[config.mk]
export PLATFORM = sky130hd
export DESIGN_NAME = exu_core
export DESIGN_NICKNAME = d
export VERILOG_FILES = /design/src/rtl/exu_pkg.sv /design/src/rtl/exu_decode.sv /design/src/rtl/exu_alu.sv /design/src/rtl/exu_stage.sv /design/src/rtl/exu_core.sv
export SDC_FILE = /design/constraint.sdc
export NUM_CORES = 2
export LEC_CHECK = 0
export CAP_MARGIN = 30
export CORE_MARGIN = 3
export CORE_UTILIZATION = 38
export CTS_CLUSTER_SIZE = 40
export DETAILED_ROUTE_END_ITERATION = 8
export DONT_BUFFER_PORTS = 1
export PLACE_DENSITY = 0.49
export SYNTH_ARGS = -nofsm -noshare
export SYNTH_HDL_FRONTEND = slang
export SYNTH_HIERARCHICAL = 1
export SYNTH_SLANG_ARGS = --single-unit
export TNS_END_PERCENT = 100
[constraint.sdc]
create_clock -name clk -period 0.8 [get_ports clk]
set_input_delay 0.16 -clock clk [delete_from_list [all_inputs] [get_ports clk]]
set_output_delay 0.16 -clock clk [all_outputs]
set_load 0.01 [all_outputs]
[src/rtl/exu_pkg.sv]
package exu_pkg;

   typedef enum logic [4:0] {
      OP_ADD, OP_SUB, OP_AND, OP_OR, OP_XOR, OP_NOR, OP_XNOR, OP_MUL,
      OP_SLL, OP_SRA, OP_SRL, OP_EQ, OP_NE, OP_GT, OP_GE, OP_GTU, OP_GEU,
      OP_SEXB, OP_SEXH
   } alu_op_e;

   // second-operand source
   typedef enum logic [1:0] {SRC_REG, SRC_SIMM, SRC_ZIMM, SRC_HIMM} src_e;

   typedef struct packed {
      logic    legal;
      alu_op_e op;
      src_e    src;
   } dec_t;

   function automatic dec_t mk_dec(alu_op_e o, src_e s);
      dec_t d;
      d.legal = 1'b1;
      d.op    = o;
      d.src   = s;
      return d;
   endfunction

endpackage

[src/rtl/exu_decode.sv]
module exu_decode
   import exu_pkg::*;
#(
   parameter int OPC_W = 6
) (
   input  logic [OPC_W-1:0] opcode,
   output dec_t             dec
);

   always_comb begin
      dec = '{legal: 1'b0, op: OP_ADD, src: SRC_REG};
      case (opcode)
         // register forms
         6'h2D: dec = mk_dec(OP_ADD,  SRC_REG);
         6'h32: dec = mk_dec(OP_SUB,  SRC_REG);
         6'h28: dec = mk_dec(OP_AND,  SRC_REG);
         6'h2E: dec = mk_dec(OP_OR,   SRC_REG);
         6'h26: dec = mk_dec(OP_XOR,  SRC_REG);
         6'h21: dec = mk_dec(OP_NOR,  SRC_REG);
         6'h29: dec = mk_dec(OP_XNOR, SRC_REG);
         6'h22: dec = mk_dec(OP_MUL,  SRC_REG);
         6'h2F: dec = mk_dec(OP_SLL,  SRC_REG);
         6'h25: dec = mk_dec(OP_SRA,  SRC_REG);
         6'h20: dec = mk_dec(OP_SRL,  SRC_REG);
         6'h39: dec = mk_dec(OP_EQ,   SRC_REG);
         6'h3A: dec = mk_dec(OP_GT,   SRC_REG);
         6'h3B: dec = mk_dec(OP_GE,   SRC_REG);
         6'h3C: dec = mk_dec(OP_GEU,  SRC_REG);
         6'h3D: dec = mk_dec(OP_GTU,  SRC_REG);
         6'h3F: dec = mk_dec(OP_NE,   SRC_REG);
         6'h2C: dec = mk_dec(OP_SEXB, SRC_REG);
         6'h37: dec = mk_dec(OP_SEXH, SRC_REG);
         // immediate forms
         6'h0D: dec = mk_dec(OP_ADD,  SRC_SIMM);
         6'h02: dec = mk_dec(OP_MUL,  SRC_SIMM);
         6'h08: dec = mk_dec(OP_AND,  SRC_ZIMM);
         6'h0E: dec = mk_dec(OP_OR,   SRC_ZIMM);
         6'h06: dec = mk_dec(OP_XOR,  SRC_ZIMM);
         6'h01: dec = mk_dec(OP_NOR,  SRC_ZIMM);
         6'h09: dec = mk_dec(OP_XNOR, SRC_ZIMM);
         6'h0F: dec = mk_dec(OP_SLL,  SRC_ZIMM);
         6'h05: dec = mk_dec(OP_SRA,  SRC_ZIMM);
         6'h00: dec = mk_dec(OP_SRL,  SRC_ZIMM);
         6'h18: dec = mk_dec(OP_AND,  SRC_HIMM);
         6'h1E: dec = mk_dec(OP_OR,   SRC_HIMM);
         6'h19: dec = mk_dec(OP_EQ,   SRC_SIMM);
         6'h1A: dec = mk_dec(OP_GT,   SRC_SIMM);
         6'h1B: dec = mk_dec(OP_GE,   SRC_SIMM);
         6'h1F: dec = mk_dec(OP_NE,   SRC_SIMM);
         6'h1C: dec = mk_dec(OP_GEU,  SRC_ZIMM);
         6'h1D: dec = mk_dec(OP_GTU,  SRC_ZIMM);
         default: ;
      endcase
   end

endmodule

[src/rtl/exu_alu.sv]
module exu_alu
   import exu_pkg::*;
#(
   parameter int DATA_W = 32
) (
   input  alu_op_e           op,
   input  logic [DATA_W-1:0] a,
   input  logic [DATA_W-1:0] b,
   output logic [DATA_W-1:0] y
);

   localparam int SHAMT_W = $clog2(DATA_W);
   localparam int BYTE_W  = 8;
   localparam int HALF_W  = DATA_W / 2;

   logic [SHAMT_W-1:0] shamt;
   logic               cmp;
   logic               is_cmp;

   assign shamt = b[SHAMT_W-1:0];

   always_comb begin
      is_cmp = 1'b1;
      case (op)
         OP_EQ:   cmp = (a == b);
         OP_NE:   cmp = (a != b);
         OP_GT:   cmp = ($signed(a) >  $signed(b));
         OP_GE:   cmp = ($signed(a) >= $signed(b));
         OP_GTU:  cmp = (a >  b);
         OP_GEU:  cmp = (a >= b);
         default: begin cmp = 1'b0; is_cmp = 1'b0; end
      endcase
   end

   always_comb begin
      case (op)
         OP_ADD:  y = a + b;
         OP_SUB:  y = a - b;
         OP_AND:  y = a & b;
         OP_OR:   y = a | b;
         OP_XOR:  y = a ^ b;
         OP_NOR:  y = ~(a | b);
         OP_XNOR: y = ~(a ^ b);
         OP_MUL:  y = a * b;
         OP_SLL:  y = a << shamt;
         OP_SRA:  y = $unsigned($signed(a) >>> shamt);
         OP_SRL:  y = a >> shamt;
         OP_SEXB: y = {{(DATA_W-BYTE_W){a[BYTE_W-1]}}, a[BYTE_W-1:0]};
         OP_SEXH: y = {{(DATA_W-HALF_W){a[HALF_W-1]}}, a[HALF_W-1:0]};
         default: y = is_cmp ? {{(DATA_W-1){1'b0}}, cmp} : '0;
      endcase
   end

endmodule

[src/rtl/exu_stage.sv]
module exu_stage #(
   parameter int W      = 8,
   parameter bit ENABLE = 1'b1
) (
   input  logic         clk,
   input  logic         rst_n,
   input  logic [W-1:0] d,
   output logic [W-1:0] q
);

   if (ENABLE) begin : g_reg
      always_ff @(posedge clk or negedge rst_n) begin
         if (!rst_n) q <= '0;
         else        q <= d;
      end
   end else begin : g_wire
      assign q = d;
   end

endmodule

[src/rtl/exu_core.sv]
module exu_core
   import exu_pkg::*;
#(
   parameter int DATA_W    = 32,
   parameter int REG_IDX_W = 5,
   parameter int OPC_W     = 6,
   parameter int IMM_W     = 16,
   parameter bit OUT_REG   = 1'b1
) (
   input  logic                 clk,
   input  logic                 rst_n,
   input  logic [DATA_W-1:0]    instr,
   input  logic [DATA_W-1:0]    opa,
   input  logic [DATA_W-1:0]    opb,
   output logic [DATA_W-1:0]    result,
   output logic [REG_IDX_W-1:0] dest_idx,
   output logic                 wr_en,
   output logic                 illegal
);

   localparam int OPC_LSB = DATA_W - OPC_W;
   localparam int RA_LSB  = OPC_LSB - REG_IDX_W;
   localparam int RB_LSB  = RA_LSB - REG_IDX_W;
   localparam int RD_LSB  = RB_LSB - REG_IDX_W;
   localparam int EXT_W   = DATA_W - IMM_W;
   localparam int BUS_W   = DATA_W + REG_IDX_W + 2;

   if (IMM_W > RB_LSB || RD_LSB < 0 || EXT_W < 1) begin : g_bad_geometry
      $error("exu_core: field widths do not fit the instruction word");
   end

   dec_t                 dec;
   logic [OPC_W-1:0]     opcode;
   logic [IMM_W-1:0]     imm;
   logic [DATA_W-1:0]    b_sel;
   logic [DATA_W-1:0]    alu_y;
   logic [REG_IDX_W-1:0] rd;
   logic [BUS_W-1:0]     bus_d;
   logic [BUS_W-1:0]     bus_q;
   logic                 ra_unused;

   assign opcode    = instr[DATA_W-1:OPC_LSB];
   assign imm       = instr[IMM_W-1:0];
   assign ra_unused = ^instr[OPC_LSB-1:RA_LSB];

   exu_decode #(.OPC_W(OPC_W)) i_decode (
      .opcode (opcode),
      .dec    (dec)
   );

   always_comb begin
      case (dec.src)
         SRC_SIMM: b_sel = {{EXT_W{imm[IMM_W-1]}}, imm};
         SRC_ZIMM: b_sel = {{EXT_W{1'b0}}, imm};
         SRC_HIMM: b_sel = {imm, {EXT_W{1'b0}}};
         default:  b_sel = opb;
      endcase
   end

   exu_alu #(.DATA_W(DATA_W)) i_alu (
      .op (dec.op),
      .a  (opa),
      .b  (b_sel),
      .y  (alu_y)
   );

   assign rd = (dec.src == SRC_REG) ? instr[RD_LSB +: REG_IDX_W]
                                    : instr[RB_LSB +: REG_IDX_W];

   always_comb begin
      if (dec.legal)
         bus_d = {alu_y, rd, (rd != '0), 1'b0};
      else
         bus_d = {{(DATA_W + REG_IDX_W + 1){1'b0}}, 1'b1};
   end

   exu_stage #(.W(BUS_W), .ENABLE(OUT_REG)) i_stage (
      .clk   (clk),
      .rst_n (rst_n),
      .d     (bus_d),
      .q     (bus_q)
   );

   assign {result, dest_idx, wr_en, illegal} = bus_q;

endmodule

* Yosys cells after proc, flatten, opt, wreduce, memory -nomap -nowiden
Index checks and enable logic that the tools add are counted.
Cells by class: add/subtract/negate cells 2, multiply operators 1, $lt $le $gt $ge 4, equality and inequality tests 59, shifts and indexed selects 3, mux-type cells 8, bitwise gates (word level) 5, reductions and logical operators 5
Operator list (count):
- case mux 32 bit (13 select lines) | 1
- case mux 8 bit (37 select lines) | 1
- equality test 6 bit, second input constant | 19
- case mux 32 bit (3 select lines) | 1
- greater-or-equal comparator 32 bit | 2
- greater-than comparator 32 bit | 2
- inverter 32 bit | 2
- equality test 6 x 5 -> 1 bit, second input constant | 8
- equality test 5 x 4 -> 1 bit, second input constant | 8
- two-way mux 39 bit | 1
- adder 32 bit | 1
- bitwise AND 32 bit | 1
- equality test 32 bit | 1
- multiplier 32 x 32 -> 32 bit | 1
- != test 32 bit | 1
- bitwise OR 32 bit | 1
- left shift 32 x 5 -> 32 bit | 1
- right shift 32 x 5 -> 32 bit | 1
- >>> shifter 32 x 5 -> 32 bit | 1
- subtractor 32 bit | 1
- bitwise XOR 32 bit | 1
- equality test 6 x 4 -> 1 bit, second input constant | 5
- equality test 5 x 3 -> 1 bit, second input constant | 4
- equality test 5 bit, second input constant | 3
- other kinds (15) | 19
Word-level totals: flip-flop bits (word level) 39

* Longest topological paths before layout
depth after elaboration 9, gate-level depth with buffers 43, mapped depth without buffers 34

* Cells and area by module
The synthesis kept the hierarchy.
By module, submodules not included:
- exu_alu | instances 1, cells each 3157, area an instance 24175.7 um^2, seq. area each 0.0 um^2
- exu_stage | instances 1, cells each 39, area an instance 975.9 um^2, seq. area each 975.9 um^2
- exu_core | instances 1, cells each 170, area an instance 974.7 um^2, seq. area each 0.0 um^2
- exu_decode | instances 1, cells each 75, area an instance 426.7 um^2, seq. area each 0.0 um^2

* Worst setup path after synthesis
No wires, ideal clock.
path type input to register, start in instr[28], end reg i_stage.q[38], library setup time 119 ps, arrival 9497 ps, setup slack -8816 ps, stages on the path 37, path buffers 8, path through buf_6 > or4_1 > nand2_1 > a32o_1 > buf_4 > buf_4 > mux2i_1 > o21ai_1 > clkbuf_1 > inv_2 > buf_1 > clkbuf_1 > buf_1 > buf_1 > nor2_1 > fa_1 > inv_1 > fa_1 > fa_1 > fa_1 > inv_1 > fa_1 > inv_1 > fa_1 > inv_1 > fa_1 > fa_1 > ha_1 > and4_1 > and2_1 > a221oi_1 > o2111ai_1 > a41oi_1 > o21ai_0 > xnor2_1 > o221ai_1 > and2_1
RTL lines:
- start, declared | line exu_core.sv:12 | input logic [DATA_W-1:0] instr,
- end signal, assigned | line exu_stage.sv:13 | if (!rst_n) q <= '0;
- end signal, assigned | line exu_stage.sv:14 | else q <= d;
- end, declared | line exu_stage.sv:8 | output logic [W-1:0] q

==> impl_metrics.tcl <==
set metrics [dict create \
    grt_pass1_vias 30430 \
    wl_um 142100 \
    peakVddDrop_mv 6.235 \
    avgRoutedWirePerCell_um 28.11 \
    final_antenna_net_count 0 \
    slew-limit-headroom 0.4539 \
    violations "hold timing, setup timing" \
    grt_use_total 0.3829 \
    ys_types 90 \
    power_mw 196.7 \
    dp.cells 4998 \
    synth_area_per_cell_sq_um 7.717 \
    instances_no_fill 5055 \
    start_util 0.3851 \
    syn-instance-count 3441 \
    holdWs_ps -465.5 \
    cts_made_buffers 5 \
    post-route-util 0.5227 \
    cp_max_fo 19 \
    clockBufferDepth 2 \
    num_vias 29360 \
    p_leak_nw 17.17 \
    reg.largest.list "i_stage/q (39)" \
    synth_ff_type "dfrtp_1" \
    hold_viol 39 \
    yosysWarnings 6 \
    regArea_sq_um 980.9 \
    cts_tree "done" \
    powerDensity_nw_per_um2 5459 \
    die_w_um 270.3 \
    place_ws_ps -7866 \
    tightest_slew_ps 812.1 \
    setup_viol 78 \
    grt_pass1_wl_um 206000 \
    clkSinkCount 39 \
    async_flop_share 1.000 \
    place_congestion 1.050 \
    num_rows 96 \
    clkTransAtPathRegs_ps 70 \
    mostFrequentLayoutCells "804 x buf_4, 479 x nor2_1, 456 x inv_1" \
    die_area_sq_um 73080 \
    cp-start-kind "primary input" \
    cp_slowest_cell "fa_1" \
    final_common_cell "buf_4" \
    arrival_ps 8160 \
    syn_nets 4169 \
    ioPinCount 137 \
    fmax_mhz 125.7 \
    critical_path_required_ps 1010 \
    core-area_sq_um 68950 \
    dp_hpwl_um 118000 \
    gr-total-overflow 0 \
    fin_crit_sh 9.945 \
    synth-edff-count 0 \
    multiInputGateArea_sq_um 24150 \
    die_y_um 270.3 \
    via_per_inst 5.808 \
    n_fill_cell 6707 \
    h-tree-depth 2 \
    drt_pass1_iterations 6 \
    crit_path_end_kind "register" \
    setup_ws_ps -7156 \
    status "finished with violations" \
    grt_antenna_before_repair 4 \
    max_stage_delay_ps 560 \
    slew_violations 0 \
    ys_ff_latch 39 \
    min_period_ps 7956 \
    grt_max_degree 65 \
    regMostFlops "i_stage/q" \
    drcViolationCount 0 \
    nets 4846 \
    worst_path_most_repeated_cell "fa_1" \
    io_buffers 0 \
    area_growth_pct 35.71 \
    holdCritPathClass "in -> async" \
    first_iter_violations 2578 \
    root_buffer "clkbuf_16" \
    rsz0062_at_grt "true" \
    largest_register_ffs 39 \
    ys_seq_area_frac 0.03675 \
    path_class "in -> reg" \
    drive_above_1_share 0.2955 \
    syn_area_sq_um 26550 \
    holdBufCountCts 10 \
    drv.max_cap_violation_count 0 \
]
## path summary, 6_finish.rpt
path                           start             to
worst max-delay path       instr[28]  i_stage/q[32]
max in group asynchronous      rst_n  i_stage/q[15]
worst min-delay path           rst_n   i_stage/q[0]
min in group clk           instr[14]   i_stage/q[1]
## cell type report
cell class | instances | area share
multi-input cells | 2684 | 0.6701
repair buffers | 902 | 0.2129
inverters | 486 | 0.05173
well taps | 931 | 0.03233
flip-flops and latches | 39 | 0.02722
clock buffers | 5 | 0.003472
clock inverters | 3 | 0.001875
diodes | 5 | 0.0003472
## metal layers
metal / wire [um] / GRT usage / share of wire / vias to the layer above
li1: - / - / - / 12720
met1: 55290 / 0.4877 / 0.39 / 14670
met2: 65060 / 0.6169 / 0.46 / 1614
met3: 12870 / 0.07817 / 0.091 / 354
met4: 8871 / 0.1941 / 0.062 / 2
met5: 13 / 0 / 0.000091 / -
## stage by stage
stage	cell area [sq um]	setup TNS, ps
after floorplan	27210	-203580
after global placement	34230	-217970
final	36040	-200670
after CTS	35250	-202400
after detailed placement	34230	-219100
after global routing	36030	-208500
## where the power goes
group | leakage [nW] | switching, mW | total [mW] | internal [mW]
registers | 0.486 | 0.540 | 3.03 | 2.49
clock network | 0.0901 | 1.12 | 2.91 | 1.80
logic | 16.6 | 99.9 | 191 | 90.9
total | 17.2 | 102 | 197 | 95.2
## cell usage after synthesis, types with 20 or more instances
| library cell | instances | area (sq um) |
|---|---|---|
| a211oi_1 | 40 | 300.3 |
| a21o_1 | 20 | 150.1 |
| a21oi_1 | 183 | 915.9 |
| a221oi_1 | 40 | 350.3 |
| and2_1 | 50 | 312.8 |
| buf_1 | 39 | 146.4 |
| buf_2 | 32 | 160.2 |
| clkbuf_1 | 149 | 559.3 |
| dfrtp_1 | 39 | 975.9 |
| fa_1 | 410 | 8208 |
| ha_1 | 220 | 2753 |
| inv_1 | 469 | 1760 |
| mux2_2 | 20 | 225.2 |
| mux2i_1 | 64 | 640.6 |
| mux4_2 | 29 | 653.1 |
| nand2_1 | 371 | 1393 |
| nand3_1 | 58 | 290.3 |
| nor2_1 | 512 | 1922 |
| nor2b_1 | 25 | 156.4 |
| nor3_1 | 44 | 220.2 |
| o211ai_1 | 30 | 225.2 |
| o21ai_0 | 161 | 805.8 |
| o21bai_1 | 21 | 157.7 |
| xnor2_1 | 68 | 595.6 |
| xor2_1 | 21 | 183.9 |
## timing repair
action / in CTS / in global routing
gates resized for setup: 126 / 162
cloned: 2 / 1
buffers inserted: 15 / 16
pin swaps: 41 / 57
setup endpoints to repair: 78 / 78
endpoints found under the hold margin: 44 / 39
## cells by family (layout without fill, tap and decap cells)
logic type,after synthesis,count (layout),share of synthesized area
AOI/OAI and AO/OA,703,703,0.1735
xor gates and xnor gates,89,89,0.02936
adders and majority gates,630,630,0.4128
buffers and inverters,718,1396,0.1052
DFF,39,39,0.03675
muxes,113,113,0.05720
other,0,5,0
and+or+nand+nor,1149,1149,0.1851
## critical path: cells and delay by family
| kind | cells | cell delay, ps |
|---|---|---|
| buffers and inverters | 10 | 1080 |
| and+or+nand+nor | 8 | 1450 |
| AOI/OAI and AO/OA | 5 | 770 |
| muxes | 1 | 220 |
| adders and majority gates | 9 | 4310 |
| xor gates and xnor gates | 1 | 130 |
No activity file was read; power rests on OpenSTA's default activity.
